--- src/rtl/serprog_pkg.sv ---
// Shared widths and target encoding for the serial programming port.
package serprog_pkg;
    parameter int CMD_W  = 8;
    parameter int ADDR_W = 16;
    parameter int DATA_W = 8;

    typedef enum logic [1:0] {
        TGT_CODE = 2'b00,
        TGT_DATA = 2'b01,
        TGT_INIT = 2'b10,
        TGT_NONE = 2'b11
    } tgt_e;
endpackage

--- src/rtl/serprog_sync.sv ---
// Pin synchronizer and serial-clock edge detector.
// Assumes STAGES >= 2; all three pins see the same latency, so pins that
// change together are seen together in the system domain.
module serprog_sync #(
    parameter int STAGES = 2
) (
    input  logic clk,
    input  logic rst_n,
    input  logic sclk_pin,
    input  logic load_pin,
    input  logic sdi_pin,
    output logic sclk_lvl,
    output logic load_lvl,
    output logic sdi_lvl,
    output logic sclk_rise,
    output logic sclk_fall
);
    localparam int NPINS = 3;

    logic [NPINS-1:0] pin_vec;
    logic [NPINS-1:0] lvl;
    logic             sclk_prev;

    assign pin_vec = {sdi_pin, load_pin, sclk_pin};

    for (genvar g = 0; g < NPINS; g++) begin : g_sync
        logic [STAGES-1:0] chain;
        // Shift the raw pin through the synchronizer chain.
        always_ff @(posedge clk) begin
            if (!rst_n) chain <= '0;
            else        chain <= {chain[STAGES-2:0], pin_vec[g]};
        end
        assign lvl[g] = chain[STAGES-1];
    end

    assign sclk_lvl = lvl[0];
    assign load_lvl = lvl[1];
    assign sdi_lvl  = lvl[2];

    // Remember the previous synchronized clock level for edge detection.
    always_ff @(posedge clk) begin
        if (!rst_n) sclk_prev <= 1'b0;
        else        sclk_prev <= sclk_lvl;
    end

    assign sclk_rise = sclk_lvl & ~sclk_prev;
    assign sclk_fall = ~sclk_lvl & sclk_prev;
endmodule

--- src/rtl/serprog_shifter.sv ---
// Frame shifter: collects FRAME_W bits MSB first on synchronized rising
// edges, pulses done with the whole frame. Mode pin low clears everything
// and takes priority over a coincident edge.
module serprog_shifter #(
    parameter int FRAME_W = 32,
    localparam int CNT_W  = $clog2(FRAME_W)
) (
    input  logic               clk,
    input  logic               rst_n,
    input  logic               load_lvl,
    input  logic               sclk_rise,
    input  logic               sdi_lvl,
    output logic [CNT_W-1:0]   bit_cnt,
    output logic               done,
    output logic [FRAME_W-1:0] frame
);
    localparam logic [CNT_W-1:0] LAST = CNT_W'(FRAME_W - 1);

    logic [FRAME_W-2:0] sh;

    // Count and shift bits; abort on mode pin low; emit frame on last bit.
    always_ff @(posedge clk) begin
        if (!rst_n) begin
            bit_cnt <= '0;
            sh      <= '0;
            done    <= 1'b0;
            frame   <= '0;
        end else begin
            done <= 1'b0;
            if (!load_lvl) begin
                bit_cnt <= '0;
                sh      <= '0;
            end else if (sclk_rise) begin
                if (bit_cnt == LAST) begin
                    bit_cnt <= '0;
                    done    <= 1'b1;
                    frame   <= {sh, sdi_lvl};
                    sh      <= '0;
                end else begin
                    bit_cnt <= bit_cnt + 1'b1;
                    sh      <= {sh[FRAME_W-3:0], sdi_lvl};
                end
            end
        end
    end

    AST_ABORT_CLEARS: assert property (@(posedge clk) disable iff (!rst_n)
        !load_lvl |=> (bit_cnt == '0) && !done);
    AST_ABORT_BEATS_EDGE: assert property (@(posedge clk) disable iff (!rst_n)
        (!load_lvl && sclk_rise) |=> !done);
    AST_DONE_ON_LAST: assert property (@(posedge clk) disable iff (!rst_n)
        done |-> ($past(bit_cnt) == LAST) && (bit_cnt == '0));
endmodule

--- src/rtl/serprog_ctrl.sv ---
// Frame decoder, memory handshake and serial output driver.
// Assumes mem_ack is a one-cycle pulse answering mem_req, with mem_rdata
// valid in that cycle; mem_busy may stay high after a write is acknowledged.
module serprog_ctrl
    import serprog_pkg::*;
#(
    parameter int CMD_W   = serprog_pkg::CMD_W,
    parameter int ADDR_W  = serprog_pkg::ADDR_W,
    parameter int DATA_W  = serprog_pkg::DATA_W,
    localparam int FRAME_W = CMD_W + ADDR_W + DATA_W,
    localparam int CNT_W   = $clog2(FRAME_W)
) (
    input  logic               clk,
    input  logic               rst_n,
    input  logic               load_lvl,
    input  logic               sclk_lvl,
    input  logic               sclk_fall,
    input  logic [CNT_W-1:0]   bit_cnt,
    input  logic               done,
    input  logic [FRAME_W-1:0] frame,
    output logic               mem_req,
    output logic               mem_we,
    output logic [1:0]         mem_tgt,
    output logic [ADDR_W-1:0]  mem_addr,
    output logic [DATA_W-1:0]  mem_wdata,
    input  logic               mem_ack,
    input  logic [DATA_W-1:0]  mem_rdata,
    input  logic               mem_busy,
    output logic               sdo
);
    localparam int IDX_W = $clog2(DATA_W);
    localparam logic [CNT_W-1:0] FIELD_START = CNT_W'(FRAME_W - DATA_W);
    localparam logic [CNT_W-1:0] LAST        = CNT_W'(FRAME_W - 1);

    logic              f_wr;
    logic [1:0]        f_tgt;
    logic              f_rsvd;
    logic [ADDR_W-1:0] f_addr;
    logic [DATA_W-1:0] f_data;
    logic              f_valid;
    logic              wip;
    logic              accept;
    logic              rd_mode;
    logic [DATA_W-1:0] rbuf;
    logic [CNT_W-1:0]  rd_idx;
    logic              rd_bit;

    assign f_wr    = frame[FRAME_W-1];
    assign f_rsvd  = |frame[FRAME_W-2 : FRAME_W-CMD_W+2];
    assign f_tgt   = frame[FRAME_W-CMD_W +: 2];
    assign f_addr  = frame[DATA_W +: ADDR_W];
    assign f_data  = frame[DATA_W-1:0];
    assign f_valid = (tgt_e'(f_tgt) != TGT_NONE) && !f_rsvd;
    assign wip     = mem_req | mem_busy;
    assign accept  = done && load_lvl && f_valid && !wip;

    // Raise a request for an accepted frame; retire it and keep read data on ack.
    always_ff @(posedge clk) begin
        if (!rst_n) begin
            mem_req   <= 1'b0;
            mem_we    <= 1'b0;
            mem_tgt   <= 2'b00;
            mem_addr  <= '0;
            mem_wdata <= '0;
            rd_mode   <= 1'b0;
            rbuf      <= '0;
        end else if (accept) begin
            mem_req   <= 1'b1;
            mem_we    <= f_wr;
            mem_tgt   <= f_tgt;
            mem_addr  <= f_addr;
            mem_wdata <= f_data;
            rd_mode   <= !f_wr;
        end else if (mem_req && mem_ack) begin
            mem_req <= 1'b0;
            if (!mem_we) rbuf <= mem_rdata;
        end
    end

    assign rd_idx = LAST - bit_cnt;
    assign rd_bit = (bit_cnt >= FIELD_START) ? rbuf[rd_idx[IDX_W-1:0]] : 1'b0;

    // Drive the serial output: status in write mode, byte in read mode.
    always_ff @(posedge clk) begin
        if (!rst_n) begin
            sdo <= 1'b0;
        end else if (!load_lvl) begin
            sdo <= 1'b0;
        end else if (rd_mode) begin
            if (sclk_fall || (!sclk_lvl && bit_cnt == '0)) sdo <= rd_bit;
        end else if (!sclk_lvl) begin
            sdo <= !wip;
        end
    end

    AST_SDO_IDLE_LOW: assert property (@(posedge clk) disable iff (!rst_n)
        !load_lvl |=> !sdo);
    AST_REQ_HOLD: assert property (@(posedge clk) disable iff (!rst_n)
        (mem_req && !mem_ack) |=> mem_req && $stable(mem_addr) && $stable(mem_we)
                                  && $stable(mem_tgt) && $stable(mem_wdata));
    AST_REQ_DROP: assert property (@(posedge clk) disable iff (!rst_n)
        (mem_req && mem_ack) |=> !mem_req);
    AST_BAD_CMD_IGNORED: assert property (@(posedge clk) disable iff (!rst_n)
        (done && !f_valid && !mem_req) |=> !mem_req);
    AST_BUSY_SHOWN: assert property (@(posedge clk) disable iff (!rst_n)
        (load_lvl && !rd_mode && !sclk_lvl && (mem_req || mem_busy)) |=> !sdo);
    AST_DROP_WHILE_BUSY: assert property (@(posedge clk) disable iff (!rst_n)
        (done && mem_busy && !mem_req) |=> !mem_req);
endmodule

--- src/rtl/serprog_port.sv ---
// Top of the four-wire serial programming port: synchronizer, frame
// shifter and controller. Frame = command, address, data fields, MSB first.
module serprog_port
    import serprog_pkg::*;
#(
    parameter int CMD_W       = serprog_pkg::CMD_W,
    parameter int ADDR_W      = serprog_pkg::ADDR_W,
    parameter int DATA_W      = serprog_pkg::DATA_W,
    parameter int SYNC_STAGES = 2
) (
    input  logic              clk,
    input  logic              rst_n,
    input  logic              prog_load,
    input  logic              prog_clk,
    input  logic              prog_din,
    output logic              prog_dout,
    output logic              mem_req,
    output logic              mem_we,
    output logic [1:0]        mem_tgt,
    output logic [ADDR_W-1:0] mem_addr,
    output logic [DATA_W-1:0] mem_wdata,
    input  logic              mem_ack,
    input  logic [DATA_W-1:0] mem_rdata,
    input  logic              mem_busy
);
    localparam int FRAME_W = CMD_W + ADDR_W + DATA_W;
    localparam int CNT_W   = $clog2(FRAME_W);

    logic               sclk_lvl, load_lvl, sdi_lvl, sclk_rise, sclk_fall;
    logic [CNT_W-1:0]   bit_cnt;
    logic               done;
    logic [FRAME_W-1:0] frame;

    serprog_sync #(.STAGES(SYNC_STAGES)) u_sync (
        .clk       (clk),
        .rst_n     (rst_n),
        .sclk_pin  (prog_clk),
        .load_pin  (prog_load),
        .sdi_pin   (prog_din),
        .sclk_lvl  (sclk_lvl),
        .load_lvl  (load_lvl),
        .sdi_lvl   (sdi_lvl),
        .sclk_rise (sclk_rise),
        .sclk_fall (sclk_fall)
    );

    serprog_shifter #(.FRAME_W(FRAME_W)) u_shift (
        .clk       (clk),
        .rst_n     (rst_n),
        .load_lvl  (load_lvl),
        .sclk_rise (sclk_rise),
        .sdi_lvl   (sdi_lvl),
        .bit_cnt   (bit_cnt),
        .done      (done),
        .frame     (frame)
    );

    serprog_ctrl #(.CMD_W(CMD_W), .ADDR_W(ADDR_W), .DATA_W(DATA_W)) u_ctrl (
        .clk       (clk),
        .rst_n     (rst_n),
        .load_lvl  (load_lvl),
        .sclk_lvl  (sclk_lvl),
        .sclk_fall (sclk_fall),
        .bit_cnt   (bit_cnt),
        .done      (done),
        .frame     (frame),
        .mem_req   (mem_req),
        .mem_we    (mem_we),
        .mem_tgt   (mem_tgt),
        .mem_addr  (mem_addr),
        .mem_wdata (mem_wdata),
        .mem_ack   (mem_ack),
        .mem_rdata (mem_rdata),
        .mem_busy  (mem_busy),
        .sdo       (prog_dout)
    );
endmodule

--- config.mk ---
export PLATFORM = sky130hd
export DESIGN_NAME = serprog_port
export DESIGN_NICKNAME = d
export VERILOG_FILES = /design/src/rtl/serprog_pkg.sv /design/src/rtl/serprog_sync.sv /design/src/rtl/serprog_shifter.sv /design/src/rtl/serprog_ctrl.sv /design/src/rtl/serprog_port.sv
export SDC_FILE = /design/constraint.sdc
export NUM_CORES = 1
export LEC_CHECK = 0
export BUFFER_PORTS_ARGS = -buffer_cell sky130_fd_sc_hd__buf_2
export CORE_MARGIN = 4
export CORE_UTILIZATION = 54
export CTS_BUF_LIST = sky130_fd_sc_hd__clkbuf_8
export CTS_CLUSTER_DIAMETER = 60
export DETAILED_ROUTE_END_ITERATION = 10
export PLACE_DENSITY = 0.74
export SYNTH_ARGS = -nofsm -noshare
export SYNTH_HDL_FRONTEND = slang
export SYNTH_SLANG_ARGS = --single-unit
--- constraint.sdc ---
create_clock -name clk -period 2.9 [get_ports clk]
set_input_delay 0.435 -clock clk [delete_from_list [all_inputs] [get_ports clk]]
set_output_delay 0.435 -clock clk [all_outputs]
set_load 0.01 [all_outputs]
### Word-level counts from Yosys, hierarchy flattened

Cells that the tools add are included.

* add/sub/neg operators: 2
* order comparisons: 2
* equality and inequality tests: 4
* muxes and demuxes: 11
* bitwise operators: 7
* reductions and logical operators: 19

Operators by type and width (count)
* 2-to-1 mux 31 bit: 1
* AND reduction 3 bit: 3
* 2-to-1 mux 1 bit: 8
* logical AND 1 bit: 6
* adder 5 x 1 -> 5 bit, second input constant: 1
* equality test 5 bit, second input constant: 1
* >= comparator 5 bit, second input constant: 1
* zero test 5 bit: 1
* 2-to-1 mux 5 bit: 1
* OR reduction 5 bit: 1
* zero test 1 bit: 4
* < comparator 3 x 4 -> 1 bit, second input constant: 1
* != test 2 bit, second input constant: 2
* NOT 1 bit: 4
* AND reduction 2 bit: 2
* binary-select mux 1 bit (select 3 bit): 1
* subtractor 3 bit, first input constant: 1
* AND 1 bit: 2
* != test 2 x 1 -> 1 bit, second input constant: 1
* nonzero test 2 bit: 1
* logical OR 1 bit: 1
* bitwise OR 1 bit: 1

* flip-flop bits (word level): 114
* input port bits: 15
* output and inout bits: 29

### Logic depth before layout (Yosys ltp)

Gate-level depths: netlist of the first run.

* depth after elaboration: 7
* mapped depth: 8

### By module

Synthesis of the first run repeated with hierarchy kept, for this count alone.

* cells, all modules: 466
* area, all modules: 4384.2 µm²

By module, submodules not included
* serprog_shifter: times used 1, cells an instance 306, area an instance 2623.8 µm², sequential area each 1381.3 µm²
* serprog_ctrl: times used 1, cells an instance 144, area an instance 1564.0 µm², sequential area each 760.7 µm²
* serprog_sync: times used 1, cells an instance 16, area an instance 196.4 µm², sequential area each 140.1 µm²

### Worst setup path before layout of the first run

No wires, ideal clock.

* path type: register to register
* from: register u_shift.bit_cnt[1]
* to: register u_shift.bit_cnt[0]
* setup time: 0.128 ns
* arrival: 1.535 ns
* required time: 2.772 ns
* path slack: 1.237 ns
* stages on the path, launching flop included: 8
* period minus slack after synthesis: 1.663 ns
* cell sequence: dfxtp_1 -> ha_1 -> and3_2 -> ha_1 -> a21o_1 -> clkbuf_1 -> clkbuf_1 -> nor2_1

* cells in the longest elaborated chain, start to end: 2

Ends and longest elaborated chain
* from (decl): line serprog_shifter.sv:13 `output logic [CNT_W-1:0] bit_cnt,`
* from (signal assigned): line serprog_shifter.sv:40 `bit_cnt <= bit_cnt + 1'b1;`
* equality test 5 bit: line serprog_shifter.sv:34 `if (bit_cnt == LAST) begin`
* 2-to-1 mux 5 bit: line serprog_shifter.sv:34

Every way passes these cells.
A chain may end at the register's enable or synchronous reset.

### Worst setup path after layout of the first run

* from: register u_sync.g_sync[0].chain[1]
* to: register u_shift.frame[9]

* cells in the longest elaborated chain, start to end: 2

Ends and longest elaborated chain
* from (decl): line serprog_sync.sv:27 `logic [STAGES-1:0] chain;`
* from (signal assigned): line serprog_sync.sv:31 `else chain <= {chain[STAGES-2:0], pin_vec[g]};`
* AND 1 bit: line serprog_sync.sv:46 `assign sclk_rise = sclk_lvl & ~sclk_prev;`
* AND reduction 3 bit (no line)
* to (signal assigned): line serprog_shifter.sv:37 `frame <= {sh, sdi_lvl};`
* to (decl): line serprog_shifter.sv:15 `output logic [FRAME_W-1:0] frame`

Every way passes these cells.

==> run_results.csv, run 1 <==
group,metric,value,unit
worst_hold_path,hold_path_class,"input pin to flip-flop",
finish,antennaDiodeCount,0,
floorplan,start_util,55.4,%
timing,timing.hold.ws,0.223,ns
clock_tree,cts_hold_buffers,0,
setup_path,arrival,2.28,ns
clock_tree,htree_levels,4,
setup_path,cp.required,3.24,ns
timing,rsz0062_at_grt,"false",
timing,max_freq,0.515,GHz
drt,avgRoutedWirePerCell,12.1,µm
clock_tree,cts_sinks,114,
finish,drive_gt1_share,16.6,%
floorplan,io_pins,44,
clock_tree,clk_latency,0.42,ns
synth,ys_dominant_reg_cell,"dfxtp_1",
global_route,grt_start_max_net_pins,47,
worst_hold_path,hp-start,"prog_load",
finish,multi_input_comb_area,1830,µm²
drt,vias,3064,
timing,setup_viol,0,
setup_path,cpPeakStageDelay,0.65,ns
synth,synth_cell_types,36,
status,status,"finished clean",
synth,syn_inst,463,
timing,drv_slew,0,
worst_hold_path,hold_end,"u_sync.g_sync[1].chain[0]",
setup_path,reg2reg_depth,5,
setup_path,r2r_start,"u_sync.g_sync[0].chain[1]",
synth,synth.most_common_cell,"nand2_1",
clock_tree,clockBufferDepth,2,
clock_tree,post-cts-setup-buffers,0,
global_route,grt_use_met1,20.8,%
drt,via_per_inst,4.98,
timing,relSlewSlack,28.6,%
synth,synth_warnings,0,
timing,fin_crit_sh,67.0,%
synth,synth.top_cell.area_share,53.6,%
placement,port_buffers,43,
timing,tightest_slew,1.07,ns
placement,routabilityCongestion,0.745,
floorplan,die_area,9370,µm²
setup_path,crit_type,"flip-flop to flip-flop",
floorplan,core,7690,µm²
power,leakagePower,2.03,nW
power,vdd_drop_max,0.377,mV
drt,drt_iter0_drc,123,
synth,syn_area,4260,µm²
synth,synth-edff-count,0,
clock_tree,root_buffer,"clkbuf_8",
drt,drc,0,
floorplan,fp.dieH,96.8,µm
setup_path,reg2reg_slack,0.96,ns
finish,seq_area,2280,µm²
setup_path,crit_path_max_fanout,33,
global_route,grt_pass1_vias,3030,
clock_tree,clk_pin_slew,0.06,ns
finish,area_growth,16.4,%
setup_path,crit_path_start_kind,"flip-flop",
clock_tree,cts_buffers,17,
worst_hold_path,hold_depth,2,
synth,syn_area_per_cell,9.20,µm²
clock_tree,cts_tree,"built",
global_route,grt_use_met3,5.70,%
synth,synth_seq_cells,114,
power,pwr_density_cell,651,nW/µm²
global_route,grt_pass1_wl,13400,µm
floorplan,rows,32,
setup_path,reg2reg_to,"u_shift.frame[9]",
global_route,met2_usage,28.1,%
synth,synth_seq_area_share,53.6,%
synth,async_reset_ff_share,0,%
synth,synth_area_leader_cell,"dfxtp_1",
global_route,global_route.usage.total,17.1,%
global_route,gr-total-overflow,0,
setup_path,slowest_stage,"nor2b_2",
placement,place_hpwl,4840,µm
drt,routed_wl,7470,µm
setup_path,critPathCaptureType,"flip-flop",
timing,post-route-min-period,1.94,ns
finish,nets,519,
timing,skew,0.00571,ns
global_route,antenna_found_initial,0,
setup_path,path_cells,"nor2b_2 -> and3_1 -> buf_4 -> nand2_1 -> a21boi_0",
clock_tree,cts-resized-gates,0,
finish,nFillCells,656,
synth,ys_top_cells_by_count,"nand2_1, dfxtp_1, mux2i_1, nor2b_1",
flow_run,cap_violations,0,
drt,ant_nets,0,
synth,synthesis.nets,481,
drt,firstDrtPassIters,4,
floorplan,die_w,96.8,µm
global_route,top_usage_layer,"met2",
timing,setup_tns,0,ns
timing,hold_violations,0,
synth,synthTopCellsByArea,"dfxtp_1, nand2_1, mux2i_1",
==> through the flow <==
step	setup WS (ns)	power [mW]	cells	util, %	instance area (µm²)
after floorplan	1.24	1.65	463	-	4260
after global placement	1.00	1.67	584	58.8	4520
after detailed placement	0.924	1.67	584	58.8	4520
after CTS	0.915	3.26	615	64.5	4960
after global routing	0.683	3.34	615	64.5	4960
final	0.958	3.22	615	64.5	4960
==> state kept, by name, indices dropped and copies added, names as in the netlist <==
register and flops:
u_ctrl.rd_mode 1, u_sync.sclk_prev 1, u_shift.done 1, u_ctrl.mem_we 1, u_sync.g_sync.chain 6, u_ctrl.sdo 1, u_ctrl.mem_req 1, u_ctrl.mem_addr 16
u_ctrl.mem_wdata 8, u_shift.bit_cnt 5, u_ctrl.mem_tgt 2, u_ctrl.rbuf 8, u_shift.frame 32, u_shift.sh 31
==> layout by cell type, fill, tap and decap left out, drive strengths merged, types with 2 or more instances in the layout <==
cell / n
and2: 9
a21boi: 33
clkbuf: 20
and3: 2
clkinv: 5
inv: 4
nor3: 2
mux2i: 36
nand2: 133
nor2b: 36
xor2: 2
a31oi: 2
buf: 50
nand3: 4
bufinv: 4
a21oi: 33
nor2: 5
dfxtp: 114
ha: 3
==> worst max path at each step <==
stage                              start                 end  slack [ns]  cells past startpoint
6_report       u_sync.g_sync[0].chain[1]    u_shift.frame[9]        0.96                      5
5_1_grt        u_sync.g_sync[0].chain[1]   u_shift.frame[23]        0.68                      5
4_1_cts        u_sync.g_sync[0].chain[1]    u_shift.frame[9]        0.92                      5
3_5_place_dp   u_sync.g_sync[0].chain[1]    u_shift.frame[9]        0.92                      5
3_3_place_gp   u_sync.g_sync[0].chain[1]    u_shift.frame[6]        1.00                      5
2_1_floorplan         u_shift.bit_cnt[1]  u_shift.bit_cnt[0]        1.24                      7
==> power breakdown <==
group          total (mW)  leakage (nW)  internal [mW]  switching [mW]
clock network        1.59         0.226          0.992           0.602
logic              0.0585         0.886         0.0252          0.0333
registers            1.57         0.919           1.57         0.00251
total                3.22          2.03           2.59           0.637
==> worst max-delay path, delay by kind of cell (launching register included) <==
family | cells | cell delay, ns
DFF | 1 | 0.37
buffers and inverters | 1 | 0.32
and+or+nand+nor | 3 | 0.99
AOI/OAI and AO/OA | 1 | 0.18
==> area by class of cell <==
cell class	count	area share [%]
well taps	102	2.58
repair buffers	50	5.40
clock buffers	20	5.55
inverters	3	0.227
flip-flops and latches	114	46.0
clock inverters	11	3.23
multi-input cells	315	37.0
==> logic make-up after synthesis <==
group | count (synthesis) | share of synthesized area, %
compound gates | 74 | 11.1
xor+xnor | 3 | 0.617
buf+inv | 34 | 3.58
flops | 114 | 53.6
fa+ha+maj | 3 | 0.881
simple gates | 198 | 21.2
mux | 37 | 9.08
==> metal layers <==
layer | wire length, µm | vias up | part of all wire, %
met2 | 3590 | 57 | 48
li1 | - | 1590 | -
met3 | 332 | 13 | 4.4
met4 | 102 | 0 | 1.4
met1 | 3440 | 1404 | 46
met5 | 0 | - | 0
Note: power is estimated with default switching activity, not from simulation.
==> run 2: changes to the inputs <==
==> constraint.sdc (replaced) <==
create_clock -name clk -period 1.8 [get_ports clk]
set_input_delay 0.27 -clock clk [delete_from_list [all_inputs] [get_ports clk]]
set_output_delay 0.27 -clock clk [all_outputs]
set_load 0.01 [all_outputs]
==> run 2 against run 1 <==
Compared with the run above: flip-flop and latch count is the same; global-route usage rose by 0.23 points; die area is the same; sequential power is 61% higher; clock power is 70% higher; hold slack got worse by 0.17 ns; largest cell class unchanged.
==> run_results.csv, run 2 (synthesis gave the netlist of run 1 again) <==
group,metric,value,unit
worst_hold_path,hold_depth,2,
setup_path,arrival,2.01,ns
finish,largest_register,"u_shift.frame",
power,power,5.34,mW
global_route,grt_pass1_vias,3136,
placement,placed_area,4590,µm²
timing,post-route-min-period,1.67,ns
global_route,global_route.usage.total,17.4,%
finish,final_cells,622,
setup_path,reg2reg_slack,0.13,ns
floorplan,die_w,96.8,µm
timing,hold_violations,0,
finish,drive_gt1_share,18.5,%
floorplan,core,7690,µm²
finish,design_area,5060,µm²
timing,setup_viol,0,
setup_path,crit_path_start_kind,"flip-flop",
finish,final_cell_mix,"nand2_1, dfxtp_1, buf_2",
floorplan,rows,32,
setup_path,crit_type,"flip-flop to flip-flop",
flow_run,cap_violations,0,
clock_tree,cts_hold_buffers,0,
timing,relSlewSlack,65.9,%
floorplan,fp.dieH,96.8,µm
worst_hold_path,hold_end,"u_sync.g_sync[2].chain[0]",
finish,fin_util,65.8,%
finish,layout_commonest_cell,"nand2_1",
timing,fin_crit_sh,92.6,%
drt,vias,3142,
placement,dp.cells,590,
placement,place_hpwl,5030,µm
drt,firstDrtPassIters,4,
finish,largest_reg_flops,32,
clock_tree,root_buffer,"clkbuf_8",
setup_path,cpPeakStageDelay,0.35,ns
floorplan,start_util,55.4,%
clock_tree,cts_sinks,114,
clock_tree,clockBufferDepth,2,
timing,drv_slew,0,
timing,max_freq,0.600,GHz
setup_path,reg2reg_to,"u_shift.frame[10]",
setup_path,critPathLaunch,"u_shift.bit_cnt[0]",
drt,avgRoutedWirePerCell,12.4,µm
global_route,gr-total-overflow,0,
global_route,grt_start_max_net_pins,53,
drt,routed_wl,7680,µm
drt,drt_iter0_drc,138,
clock_tree,clk_latency,0.43,ns
power,pwr_density_cell,1060,nW/µm²
setup_path,reg2reg_depth,7,
worst_hold_path,hp-start,"prog_din",
setup_path,crit_path_max_fanout,26,
setup_path,critPathCaptureType,"flip-flop",
power,leakagePower,2.07,nW
timing,tightest_slew,0.510,ns
power,vdd_drop_max,0.551,mV
clock_tree,htree_levels,4,
clock_tree,clk_pin_slew,0.07,ns
drt,via_per_inst,5.05,
setup_path,cpMostUsedCell,"ha_1",
timing,fin_ws,0.134,ns
drt,ant_nets,0,
finish,antennaDiodeCount,0,
clock_tree,cts_buffers,17,
worst_hold_path,hold_path_class,"input pin to flip-flop",
floorplan,die_area,9370,µm²
finish,top_regs,"u_shift.frame x32, u_shift.sh x31, u_ctrl.mem_addr x16",
timing,rsz0062_at_grt,"false",
global_route,antenna_found_initial,0,
status,status,"finished clean",
setup_path,cp.required,2.14,ns
setup_path,path_cells,"ha_1 -> and3_2 -> ha_1 -> nand3_1 -> buf_12 -> nand2_1 -> a21boi_0",
placement,port_buffers,43,
setup_path,r2r_start,"u_shift.bit_cnt[0]",
setup_path,slowest_stage,"dfxtp_2",
finish,nets,525,
global_route,grt_pass1_wl,13600,µm
clock_tree,cts_tree,"built",
timing,setup_tns,0,ns
timing,timing.hold.ws,0.0549,ns
timing,skew,0.00986,ns
placement,routabilityCongestion,0.790,
drt,drc,0,
finish,area_growth,18.7,%
placement,dp_slack,0.0608,ns
floorplan,io_pins,44,
## run 2: cell type report
type / instances / area, µm²
clock buffers: 18 / 248
clock inverters: 14 / 210
fillers: 656 / 2630
inverters: 3 / 11.3
multi-input cells: 315 / 1840
flip-flops and latches: 114 / 2280
well taps: 102 / 128
repair buffers: 56 / 338
## run 2: power by group
group	total [mW]	internal, mW	switching (mW)
sequential	2.53	2.53	0.00445
clock	2.70	1.68	1.02
combinational	0.101	0.0450	0.0562
## run 2: worst max-delay path by stage
stage                     slack (ns)  depth (start not counted)                 end
after global placement          0.20                          6          u_ctrl.sdo
after detailed placement        0.06                          7    u_shift.frame[9]
after global routing           0.004                          7   u_shift.frame[22]
after CTS                       0.02                          7    u_shift.frame[9]
final                           0.13                          7   u_shift.frame[10]
after floorplan                 0.14                          7  u_shift.bit_cnt[0]
## run 2: timing repair
| action | 4_1_cts | 5_1_grt |
|---|---|---|
| hold endpoints to repair | 0 | 0 |
| resized for setup | 0 | 3 |
| endpoints found under the setup margin | 0 | 32 |
| setup buffers | 0 | 0 |
## run 2: worst max-delay path, delay by kind of cell, from the launching register on
family,cells,cell delay (ns)
and+or+nand+nor,3,0.44
adders and majority gates,2,0.42
DFF,1,0.35
buffers and inverters,1,0.19
AOI/OAI and AO/OA,1,0.18
## run 2: routing by layer
metal / global-route usage, % / wire length, µm / up-vias
met3: 5.41 / 285 / 16
li1: - / - / 1609
met1: 20.5 / 3430 / 1465
met5: 0 / 0 / -
met2: 29.5 / 3820 / 52
met4: 6.80 / 148 / 0
